[src/rtl/gpio_pkg.sv]
package gpio_pkg;
  // Width of port p: every port is full width except the last one.
  function automatic int unsigned port_width(int unsigned p, int unsigned nports,
                                             int unsigned full_w, int unsigned last_w);
    return (p == nports - 1) ? last_w : full_w;
  endfunction

  function automatic int unsigned port_lsb(int unsigned p, int unsigned full_w);
    return p * full_w;
  endfunction
endpackage

[src/rtl/gpio_sync.sv]
module gpio_sync #(
  parameter int unsigned W = 8
) (
  input  logic         clk,
  input  logic         rst_n,
  input  logic [W-1:0] d,
  output logic [W-1:0] q
);
  logic [W-1:0] meta_q;

  // Resets to ones: pins are taken as high, so no false wake-up.
  always_ff @(posedge clk) begin
    if (!rst_n) begin
      meta_q <= '1;
      q      <= '1;
    end else begin
      meta_q <= d;
      q      <= meta_q;
    end
  end
endmodule

[src/rtl/gpio_port.sv]
module gpio_port #(
  parameter int unsigned W  = 8,
  parameter int unsigned DW = 8
) (
  input  logic          clk,
  input  logic          rst_n,
  input  logic          wr_data,
  input  logic          wr_ctrl,
  input  logic [DW-1:0] wdata,
  input  logic [W-1:0]  pad_s,
  input  logic          rmw,
  output logic [W-1:0]  latch_q,
  output logic [W-1:0]  ctrl_q,
  output logic [DW-1:0] rd_data,
  output logic [DW-1:0] rd_ctrl
);
  logic [W-1:0] src;

  always_ff @(posedge clk) begin
    if (!rst_n) begin
      latch_q <= '1;
      ctrl_q  <= '1;
    end else begin
      if (wr_data) latch_q <= wdata[W-1:0];
      if (wr_ctrl) ctrl_q  <= wdata[W-1:0];
    end
  end

  // Per bit: input pins, or plain reads, see the pad; rmw reads of outputs see the latch.
  always_comb begin
    for (int i = 0; i < int'(W); i++)
      src[i] = (ctrl_q[i] | ~rmw) ? pad_s[i] : latch_q[i];
  end

  // Bits above W are not built and read as zero.
  always_comb begin
    rd_data        = '0;
    rd_data[W-1:0] = src;
    rd_ctrl        = '0;
    rd_ctrl[W-1:0] = ctrl_q;
  end
endmodule

[src/rtl/gpio_bank.sv]
module gpio_bank
  import gpio_pkg::*;
#(
  parameter int unsigned ADDR_W    = 8,
  parameter int unsigned DATA_W    = 8,
  parameter int unsigned NUM_PORTS = 5,
  parameter int unsigned LAST_W    = 4,
  parameter int unsigned BASE_ADDR = 32'h12,
  parameter bit          PULL_HIGH = 1'b1,
  localparam int unsigned TOTAL_W  = DATA_W * (NUM_PORTS - 1) + LAST_W
) (
  input  logic               clk,
  input  logic               rst_n,
  input  logic [ADDR_W-1:0]  bus_addr,
  input  logic               bus_wr,
  input  logic               bus_rd,
  input  logic               bus_rmw,
  input  logic [DATA_W-1:0]  bus_wdata,
  output logic [DATA_W-1:0]  bus_rdata,
  input  logic [TOTAL_W-1:0] pad_in,
  output logic [TOTAL_W-1:0] pad_out,
  output logic [TOTAL_W-1:0] pad_oe,
  output logic [TOTAL_W-1:0] pad_pullup,
  output logic               wake_req
);
  localparam logic [ADDR_W-1:0] BASE_A = ADDR_W'(BASE_ADDR);
  localparam logic [ADDR_W-1:0] NREG   = ADDR_W'(2 * NUM_PORTS);

  logic [ADDR_W-1:0]  off;
  logic               hit;
  logic [ADDR_W-2:0]  pidx;
  logic               is_ctrl;
  logic [TOTAL_W-1:0] pad_s;
  logic [TOTAL_W-1:0] ctrl_all;
  logic [DATA_W-1:0]  rdd [NUM_PORTS];
  logic [DATA_W-1:0]  rdc [NUM_PORTS];
  logic [DATA_W-1:0]  rd_sel;

  // Address decode: even offsets are data latches, odd offsets are direction registers.
  assign off     = bus_addr - BASE_A;
  assign hit     = (bus_addr >= BASE_A) && (off < NREG);
  assign pidx    = off[ADDR_W-1:1];
  assign is_ctrl = off[0];

  gpio_sync #(.W(TOTAL_W)) sync_i (
    .clk   (clk),
    .rst_n (rst_n),
    .d     (pad_in),
    .q     (pad_s)
  );

  for (genvar p = 0; p < int'(NUM_PORTS); p++) begin : g_port
    localparam int unsigned PW  = port_width(p, NUM_PORTS, DATA_W, LAST_W);
    localparam int unsigned LSB = port_lsb(p, DATA_W);
    logic sel, wr_d, wr_c;

    assign sel  = hit && (pidx == (ADDR_W-1)'(p));
    assign wr_d = bus_wr && sel && !is_ctrl;
    assign wr_c = bus_wr && sel && is_ctrl;

    gpio_port #(.W(PW), .DW(DATA_W)) port_i (
      .clk     (clk),
      .rst_n   (rst_n),
      .wr_data (wr_d),
      .wr_ctrl (wr_c),
      .wdata   (bus_wdata),
      .pad_s   (pad_s[LSB +: PW]),
      .rmw     (bus_rmw),
      .latch_q (pad_out[LSB +: PW]),
      .ctrl_q  (ctrl_all[LSB +: PW]),
      .rd_data (rdd[p]),
      .rd_ctrl (rdc[p])
    );
  end

  assign pad_oe     = ~ctrl_all;
  assign pad_pullup = PULL_HIGH ? ctrl_all : '0;
  assign wake_req   = |(ctrl_all[DATA_W-1:0] & ~pad_s[DATA_W-1:0]);

  always_comb begin
    rd_sel = '0;
    for (int p = 0; p < int'(NUM_PORTS); p++)
      if (hit && (pidx == (ADDR_W-1)'(p)))
        rd_sel = is_ctrl ? rdc[p] : rdd[p];
  end

  always_ff @(posedge clk) begin
    if (!rst_n)      bus_rdata <= '0;
    else if (bus_rd) bus_rdata <= rd_sel;
  end
endmodule

[config.mk]
export PLATFORM = sky130hd
export DESIGN_NAME = gpio_bank
export DESIGN_NICKNAME = d
export VERILOG_FILES = /design/src/rtl/gpio_pkg.sv /design/src/rtl/gpio_sync.sv /design/src/rtl/gpio_port.sv /design/src/rtl/gpio_bank.sv
export SDC_FILE = /design/constraint.sdc
export NUM_CORES = 1
export LEC_CHECK = 0
export BUFFER_PORTS_ARGS = -buffer_cell sky130_fd_sc_hd__buf_2
export CAP_MARGIN = 20
export CORE_ASPECT_RATIO = 0.9
export CORE_UTILIZATION = 40
export CTS_BUF_LIST = sky130_fd_sc_hd__clkbuf_8
export DETAILED_ROUTE_END_ITERATION = 8
export MAX_ROUTING_LAYER = met4
export PLACE_DENSITY_LB_ADDON = 0.25
export SETUP_SLACK_MARGIN = 0.4
export SKIP_CTS_REPAIR_TIMING = 1
export SLEW_MARGIN = 20
export SYNTH_ARGS = -nofsm -noshare
export SYNTH_HDL_FRONTEND = slang
export SYNTH_SLANG_ARGS = --single-unit
[constraint.sdc]
create_clock -name clk -period 2.7 [get_ports clk]
set_input_delay 0.405 -clock clk [delete_from_list [all_inputs] [get_ports clk]]
set_output_delay 0.405 -clock clk [all_outputs]
set_load 0.1 [all_outputs]
==> results of run 1 <==
## cells in the mapped netlist (2+ instances only)
cell,instances
ha_1,5
nand2_1,74
a211o_1,2
clkbuf_1,36
a221oi_1,4
o2bb2ai_1,3
a21oi_1,32
and3_1,2
nand3_1,55
nor3b_1,4
nor3_2,2
o221ai_1,3
nor4_1,2
nand4_2,3
dfxtp_1,152
a32o_1,3
nand3_2,2
nand2b_1,74
o211ai_1,2
nor2_1,32
nand4_4,3
a211oi_1,2
a22o_1,2
nand4_1,9
a31oi_1,18
o21ai_0,32
a41oi_1,4
a311o_1,3
mux2i_1,47
and4_1,2
buf_6,3
o21ai_1,11
o22ai_1,16
inv_2,2
buf_2,11
buf_1,3
a32oi_1,5
inv_1,57
nor2b_1,14
nor3_1,5
a22oi_1,4
## where the power goes
| group | leakage (nW) | internal, mW | switching [mW] |
|---|---|---|---|
| clock network | 0.199 | 0.914 | 0.884 |
| registers | 1.23 | 2.29 | 0.0177 |
| logic | 2.43 | 0.156 | 0.306 |
| total | 3.86 | 3.36 | 1.21 |
## logic make-up after synthesis
group                      synth area share [%]
and+or+nand+nor                           24.17
AOI/OAI and AO/OA                         15.18
DFF                                       45.36
buffers and inverters                     6.807
muxes                                     7.180
adders and majority gates                0.9325
xor gates and xnor gates                 0.3731
## final cells by class
| class | count | area [um2] | area share (%) |
|---|---|---|---|
| clock buffers | 17 | 234.0 | 2.799 |
| clock inverters | 15 | 173.9 | 2.080 |
| inverters | 59 | 304.0 | 3.637 |
| multi-input cells | 504 | 3228 | 38.61 |
| flip-flops and latches | 152 | 3080 | 36.85 |
| well taps | 207 | 259.0 | 3.098 |
| repair buffers | 198 | 1081 | 12.93 |
## flip-flops by register name, indices dropped and copies added, names as in the netlist
signal / flops
g_port.port_i.ctrl_q: 36
g_port.port_i.latch_q: 36
sync_i.meta_q: 36
sync_i.q: 36
bus_rdata: 8
## worst max-delay path, cell delays in order (launching register included)
cell and delay, ps:
dfxtp_2 370, clkinvlp_4 80, o22ai_1 80, or4_4 530, buf_2 300
## worst min path at each step
| stage | end | from | slack [ps] | depth (start not counted) |
|---|---|---|---|---|
| 2_1_floorplan | sync_i.q[0] | sync_i.meta_q[0] | 390 | 1 |
| 3_3_place_gp | sync_i.q[18] | sync_i.meta_q[18] | 390 | 1 |
| 3_5_place_dp | sync_i.q[10] | sync_i.meta_q[10] | 390 | 1 |
| 4_1_cts | sync_i.meta_q[28] | pad_in[28] | 90 | 2 |
| 5_1_grt | sync_i.meta_q[5] | pad_in[5] | 90 | 2 |
| 6_report | sync_i.meta_q[28] | pad_in[28] | 120 | 2 |
## per-layer routing
layer  up-vias  routed length (um)  global-route usage (%)
met5         -                   0                       -
met4         0                 361                   8.923
met3        25                1411                   5.613
met2       239                9131                   36.91
met1      2920                9274                   32.34
li1       2987                   -                       -
==> flow_summary.toml, run 1 <==
[timing]
worstMarginPinSlew_ps = 550.6
grt_setup_unrepaired = "false"
holdWs_ps = 121.4
slew_headroom_pct = 63.29
min_period_over_period_pct = 82.07
finalWorstSetupSlack_ps = 484.2
fmax_mhz = 451.3
fin_skew_ps = 10.63
fin_crit_ps = 2216
finalSetupViolCount = 0
hold_viol_final = 0
setup_tns_ps = 0
slew_viol_final = 0

[global_route]
grt_max_degree = 58
antenna_found_initial = 0
grtUsageTotal_pct = 24.63
grt_overflow_total = 0
grt_pass1_wl_um = 31820
grt_pass1_vias = 5764

[cells_and_area]
fin_util_pct = 51.48
drive_above_1_share_pct = 31.53
nFillCells = 1555
fin_nets = 994
instances_no_fill = 1152
design_area_mm2 = 0.008361
final_common_cell = "buf_2"
areaGrowthSynthToFinish_pct = 24.62
layout_common_cells = "buf_2 (172), dfxtp_1 (128), nand2_1 (74), nand2b_1 (74), nand3_1 (55)"
antenna_cells = 0

[synth]
yosysTopAreaCell = "dfxtp_1"
avgSynthCellArea_um2 = 8.736
ys_seq_elements = 152
synth_area_mm2 = 0.006709
yosys.area.top_type_share_pct = 45.36
ys_top_cells_by_area = "dfxtp_1 (45%), mux2i_1 (7.0%), nand2b_1 (6.9%)"
synth_edf_count = 0
synth_top_flop_cell = "dfxtp_1"
synthArstFlopShare_pct = 0
synth_cell_types = 64
yosys_warnings = 0
syn_inst = 768
yosysSeqAreaShare_pct = 45.36
synth_nets = 830

[die]
start_util_pct = 41.31
rows = 44
io_pins = 174
dieArea_mm2 = 0.01730
core_mm2 = 0.01624
die_h_um = 124.9
die_w_um = 138.5

[power_and_ir_drop]
p_total_mw = 4.568
p_leak_nw = 3.861
p_per_area_mw_per_mm2 = 546.4
ir_drop_v = 0.0004146

[placement]
place_area_mm2 = 0.007938
place_inst = 1120
gp_congestion = 0.8529
io_buffers = 173
place_worst_setup_slack_ps = 71.29
hpwl_um = 14610

[clock_tree]
cts_sinks = 152
numCtsBuffers = 17
cts_tree = "yes"
clock_latency_ps = 460
root_buffer = "clkbuf_8"
cts.path.max_buffers = 2
htreeDepth = 4
cts.clk_slew.worst_paths_ps = 90

[worst_hold_path]
hold_class = "input pin to flop"

[route]
route.vias.total = 6171
wl_per_cell_um = 17.52
wirelength_um = 20180
ant_nets = 0
dr.pass1.iters = 7
vias_per_cell = 5.357
drc = 18
drt-initial-drc-count = 539

[setup_path]
cp.arrival_ps = 1810
crit_path_start = "g_port[0].port_i.ctrl_q[5]"
r2r_cells = 7
required_ps = 2300
crit_end = "wake_req"
reg2reg_to = "bus_rdata[0]"
critical_path_class = "flop to primary output"
worstSetupStartpointType = "flop"
crit_fanout = 6
ff2ff_setup_slack_ps = 830
reg2reg_from = "g_port[2].port_i.ctrl_q[0]"
critPathCaptureType = "primary output"

[outcome]
status = "complete, but fails checks"
violations = "DRC"

[flow_run]
cap_viol_max_count = 0
Note: power is estimated with default switching activity, not from simulation.
==> inputs of run 2 (changes only) <==
ABC_AREA = 1   (was default)
clock period = 2.1 ns   (was 2.7 ns; I/O delays follow)
==> run 2 against run 1 <==
Against the previous run:
- the flow now finishes without violations
- core utilization grew 1.7 points
- setup slack got worse by 240 ps
- clock power up 28%
- sequential power grew 27%
- final cell count rose by 5.5%
- die area decreased by 2.3%
- worst hold slack got worse by 86 ps
- largest power group unchanged
- cell area increased by 2.3%
==> flow_summary.toml, run 2 <==
[flow_run]
cap_viol_max_count = 0

[cells_and_area]
drive_above_1_share_pct = 44.35
nFillCells = 1531
fin_nets = 1057
final_common_cell = "buf_2"
layout.area.seq_mm2 = 0.003171
antenna_cells = 0
areaGrowthSynthToFinish_pct = 30.60
design_area_mm2 = 0.008554
multi_input_area_mm2 = 0.003028
fin_util_pct = 53.21
instances_no_fill = 1215
layout_common_cells = "buf_2 (160), nand2_1 (125), dfxtp_1 (116), o21ai_0 (85), or2_2 (72)"

[clock_tree]
numCtsBuffers = 17
htreeDepth = 4
clock_latency_ps = 450
cts.clk_slew.worst_paths_ps = 100
cts_sinks = 152
cts.path.max_buffers = 2
root_buffer = "clkbuf_8"
cts_tree = "yes"

[synth]
synth_top_flop_cell = "dfxtp_1"
synth_area_mm2 = 0.006550
ys_top_cells_by_area = "dfxtp_1 (46%), nand2_1 (7.6%), o21ai_0 (6.9%)"
synthArstFlopShare_pct = 0
synth.top_cells.by_count = "dfxtp_1 (152), nand2_1 (132), o21ai_0 (90), inv_1 (78), or2_2 (72)"
synth_cell_types = 37
synth_most_common_cell = "dfxtp_1"
synth_nets = 874
yosysTopAreaCell = "dfxtp_1"
avgSynthCellArea_um2 = 8.067
yosys.area.top_type_share_pct = 46.46
yosys_warnings = 0
yosysSeqAreaShare_pct = 46.46
syn_inst = 812
ys_seq_elements = 152
synth_edf_count = 0

[worst_hold_path]
hold_end = "sync_i.meta_q[32]"
holdPathStages = 2
hold_class = "input pin to flop"
min_from = "pad_in[32]"

[timing]
hold_viol_final = 0
worstMarginPinSlew_ps = 520.1
fin_crit_ps = 1856
grt_setup_unrepaired = "true"
slew_viol_final = 0
setup_tns_ps = 0
fin_skew_ps = 11.62
finalSetupViolCount = 0
min_period_over_period_pct = 88.40
holdWs_ps = 35.49
fmax_mhz = 538.7
finalWorstSetupSlack_ps = 243.7
slew_headroom_pct = 64.96

[outcome]
status = "finished, final reports clean"

[global_route]
top_usage_layer = "met2"
use_met1_pct = 33.19
grtUsageTotal_pct = 24.58
grt_max_degree = 53
grt_pass1_wl_um = 29730
use_met2_pct = 37.02
antenna_found_initial = 0
grt_overflow_total = 0
grt_pass1_vias = 5321
grtUsageMet3_pct = 5.166

[placement]
place_inst = 1173
gp_congestion = 0.8970
hpwl_um = 14700
place_area_mm2 = 0.007990
io_buffers = 173
place_worst_setup_slack_ps = 26.76

[die]
rows = 44
die_w_um = 136.9
die_h_um = 123.4
core_mm2 = 0.01608
io_pins = 174
start_util_pct = 40.75
dieArea_mm2 = 0.01689

[setup_path]
critPathCaptureType = "primary output"
worstSetupStartpointType = "flop"
crit_fanout = 4
cp.arrival_ps = 1540
critical_path_class = "flop to primary output"
ff2ff_setup_slack_ps = 540
reg2reg_from = "g_port[0].port_i.ctrl_q[5]"
r2r_cells = 8
reg2reg_to = "bus_rdata[5]"
required_ps = 1780

[route]
vias_per_cell = 5.045
ant_nets = 0
wl_per_cell_um = 16.50
drt-initial-drc-count = 548
wirelength_um = 20050
route.vias.total = 6130
drc = 0
dr.pass1.iters = 5

[power_and_ir_drop]
p_per_area_mw_per_mm2 = 675.3
ir_drop_v = 0.0004228
p_total_mw = 5.776
p_leak_nw = 3.743
[run 2: report_power, final]
group | total [mW] | internal (mW) | switching [mW]
combinational | 0.538 | 0.185 | 0.354
sequential | 2.93 | 2.91 | 0.0249
clock | 2.31 | 1.01 | 1.29
total | 5.78 | 4.11 | 1.67
[run 2: worst max path at each step]
| stage | startpoint | end | slack [ps] | cells past startpoint |
|---|---|---|---|---|
| final | g_port[0].port_i.ctrl_q[3] | wake_req | 240 | 5 |
| after global routing | g_port[0].port_i.ctrl_q[3] | wake_req | 210 | 5 |
| after CTS | g_port[0].port_i.ctrl_q[1] | wake_req | -30 | 5 |
| after detailed placement | bus_addr[2] | g_port[0].port_i.ctrl_q[3] | 30 | 15 |
| after global placement | bus_addr[2] | g_port[0].port_i.ctrl_q[5] | 100 | 15 |
| after floorplan | g_port[0].port_i.ctrl_q[0] | wake_req | -100 | 2 |
[run 2: cell type report]
| type | instances | area share, % |
|---|---|---|
| Sequential cell | 152 | 37.06 |
| Clock inverter | 15 | 2.062 |
| Tap cell | 207 | 3.028 |
| Clock buffer | 17 | 2.735 |
| Multi-Input combinational cell | 528 | 35.40 |
| Inverter | 84 | 5.163 |
| Timing Repair Buffer | 212 | 14.55 |
[run 2: cell families after synthesis]
group	synth area share, %
AOI/OAI and AO/OA	17.67
adders and majority gates	0.9551
buffers and inverters	9.093
DFF	46.46
and+or+nand+nor	25.83
[run 2: per-layer routing]
layer / wire (um) / vias to the layer above
met5: 0 / -
met4: 318 / 0
met3: 1469 / 26
met2: 9086 / 246
met1: 9172 / 2800
li1: - / 3058
[run 2: critical path, stage by stage, from the launching register on]
cell and delay, ps:
dfxtp_4 380, clkinvlp_4 100, o22ai_2 90, a21oi_2 180, o2111ai_4 140, buf_12 200
==> inputs of run 3 (changes only) <==
CELL_PAD_IN_SITES_DETAIL_PLACEMENT = 0   (was default)
CELL_PAD_IN_SITES_GLOBAL_PLACEMENT = 2   (was default)
CORE_UTILIZATION = 31   (was 40)
==> run 3 against run 2 <==
Against the previous run:
- via count is 2.7% lower
- fmax rose by 2.1%
- routed wire length grew 9.5%
- critical path type unchanged
==> flow_summary.toml, run 3 (synthesis results as in run 2) <==
[timing]
finalWorstSetupSlack_ps = 281.4
holdWs_ps = 28.06
grt_setup_unrepaired = "true"
min_period_over_period_pct = 86.60
hold_viol_final = 0
fmax_mhz = 549.9
slew_viol_final = 0
worstMarginPinSlew_ps = 550.4
fin_crit_ps = 1819
slew_headroom_pct = 62.92
setup_tns_ps = 0
finalSetupViolCount = 0
fin_skew_ps = 13.56

[placement]
place_inst = 1251
gp_congestion = 0.8107
place_worst_setup_slack_ps = 16.91
io_buffers = 173
hpwl_um = 16300
place_area_mm2 = 0.008119

[setup_path]
critical_path_class = "flop to primary output"
r2r_cells = 10
critPathCaptureType = "primary output"
max_stage_delay_ps = 370
crit_family = "compound AO/OA/AOI/OAI gates"
required_ps = 1780
reg2reg_from = "g_port[0].port_i.ctrl_q[7]"
worstSetupStartpointType = "flop"
cp.arrival_ps = 1500
reg2reg_to = "bus_rdata[7]"
cp_slowest_cell = "dfxtp_4"
ff2ff_setup_slack_ps = 540
crit_fanout = 4
crit_path_cell_trace = "clkinvlp_4 > o22ai_2 > a21oi_2 > o2111ai_4 > buf_12"
path_buf_inv = 2

[power_and_ir_drop]
power.switching_mw = 1.745
ir_drop_v = 0.0003382
comb_power_share_pct = 9.7
p_int_mw = 4.016
pwr-share-seq_pct = 50.9
p_per_area_mw_per_mm2 = 657.3
p_total_mw = 5.760
clockPowerShare_pct = 39.4
p_leak_nw = 3.759
switching_share_pct = 30.28

[route]
highest_layer = "met4"
ant_nets = 0
wl_per_cell_um = 16.93
drc = 0
route.vias.total = 5962
wl_met2_um = 9894
drt-met1-wl_um = 10890
dr.pass1.iters = 5
met3_length_um = 1058
vias_per_cell = 4.597
drt-initial-drc-count = 386
wirelength_um = 21960

[worst_hold_path]
hold_end = "sync_i.meta_q[28]"
min_from = "pad_in[28]"
hold_class = "input pin to flop"
holdPathStages = 2

[cells_and_area]
areaGrowthSynthToFinish_pct = 33.79
nFillCells = 2210
design_area_mm2 = 0.008763
fin_util_pct = 42.19
instances_no_fill = 1297
final_common_cell = "buf_2"
antenna_cells = 0
drive_above_1_share_pct = 44.21
layout_common_cells = "buf_2 (145), nand2_1 (124), dfxtp_1 (116), o21ai_0 (81), or2_2 (72)"
fin_nets = 1060

[clock_tree]
cts_sinks = 152
clock_latency_ps = 460
cts_tree = "yes"
root_buffer = "clkbuf_8"
cts.clk_slew.worst_paths_ps = 110
cts.path.max_buffers = 2
numCtsBuffers = 17
htreeDepth = 4

[global_route]
grt_overflow_total = 0
grt_pass1_vias = 5503
antenna_found_initial = 0
grtUsageTotal_pct = 21.30
grt_max_degree = 61
grt_pass1_wl_um = 33400

[die]
io_pins = 174
core_mm2 = 0.02077
rows = 50
die_w_um = 155.2
die_h_um = 139.9
dieArea_mm2 = 0.02172
start_util_pct = 31.54

[outcome]
status = "finished, final reports clean"

[flow_run]
cap_viol_max_count = 0
## run 3: cell types whose count changed in the layout (fill, tap and decap cells not counted), sizes merged
cell         before  now
dlygate4sd3       0    5
buf             201  187
bufinv            1    0
inv              62   60
clkbuf           28   40
clkinvlp         34   33
clkinv            2    6
## run 3: worst register-to-register path: cells and delay by family, from the launching register on
| kind | cells | cell delay [ps] |
|---|---|---|
| flip-flops | 1 | 370 |
| AND/OR/NAND/NOR | 6 | 490 |
| buffers and inverters | 2 | 180 |
| AO/OA/AOI/OAI | 2 | 460 |
## run 3: final cells by class
class	instances	area [um2]	share of cell area, %
clock buffers	17	234.0	2.670
clock inverters	15	175.2	1.999
inverters	84	446.7	5.097
multi-input cells	528	3028	34.55
flip-flops and latches	152	3171	36.18
well taps	286	357.8	4.083
repair buffers	215	1351	15.42
## run 3: worst max path at each step
stage	startpoint	to	cells past startpoint
6_report	g_port[0].port_i.ctrl_q[1]	wake_req	5
5_1_grt	g_port[0].port_i.ctrl_q[3]	wake_req	5
4_1_cts	g_port[0].port_i.ctrl_q[3]	wake_req	5
3_5_place_dp	bus_addr[2]	bus_rdata[5]	19
3_3_place_gp	bus_addr[2]	bus_rdata[2]	15
2_1_floorplan	g_port[0].port_i.ctrl_q[0]	wake_req	2
## run 3: routing by layer
layer,global-route usage (%),up-vias
li1,-,3065
met1,29.74,2729
met2,32.22,162
met3,3.899,6
met4,4.025,0
met5,-,-
## run 3: power by group through the flow
stage,logic (mW),clock network [mW],registers (mW)
after floorplan,0.303,0,3.03
after global placement,0.540,0,3.00
after detailed placement,0.538,0,3.00
after CTS,0.540,2.34,2.93
after global routing,0.607,2.47,2.94
final,0.557,2.27,2.93
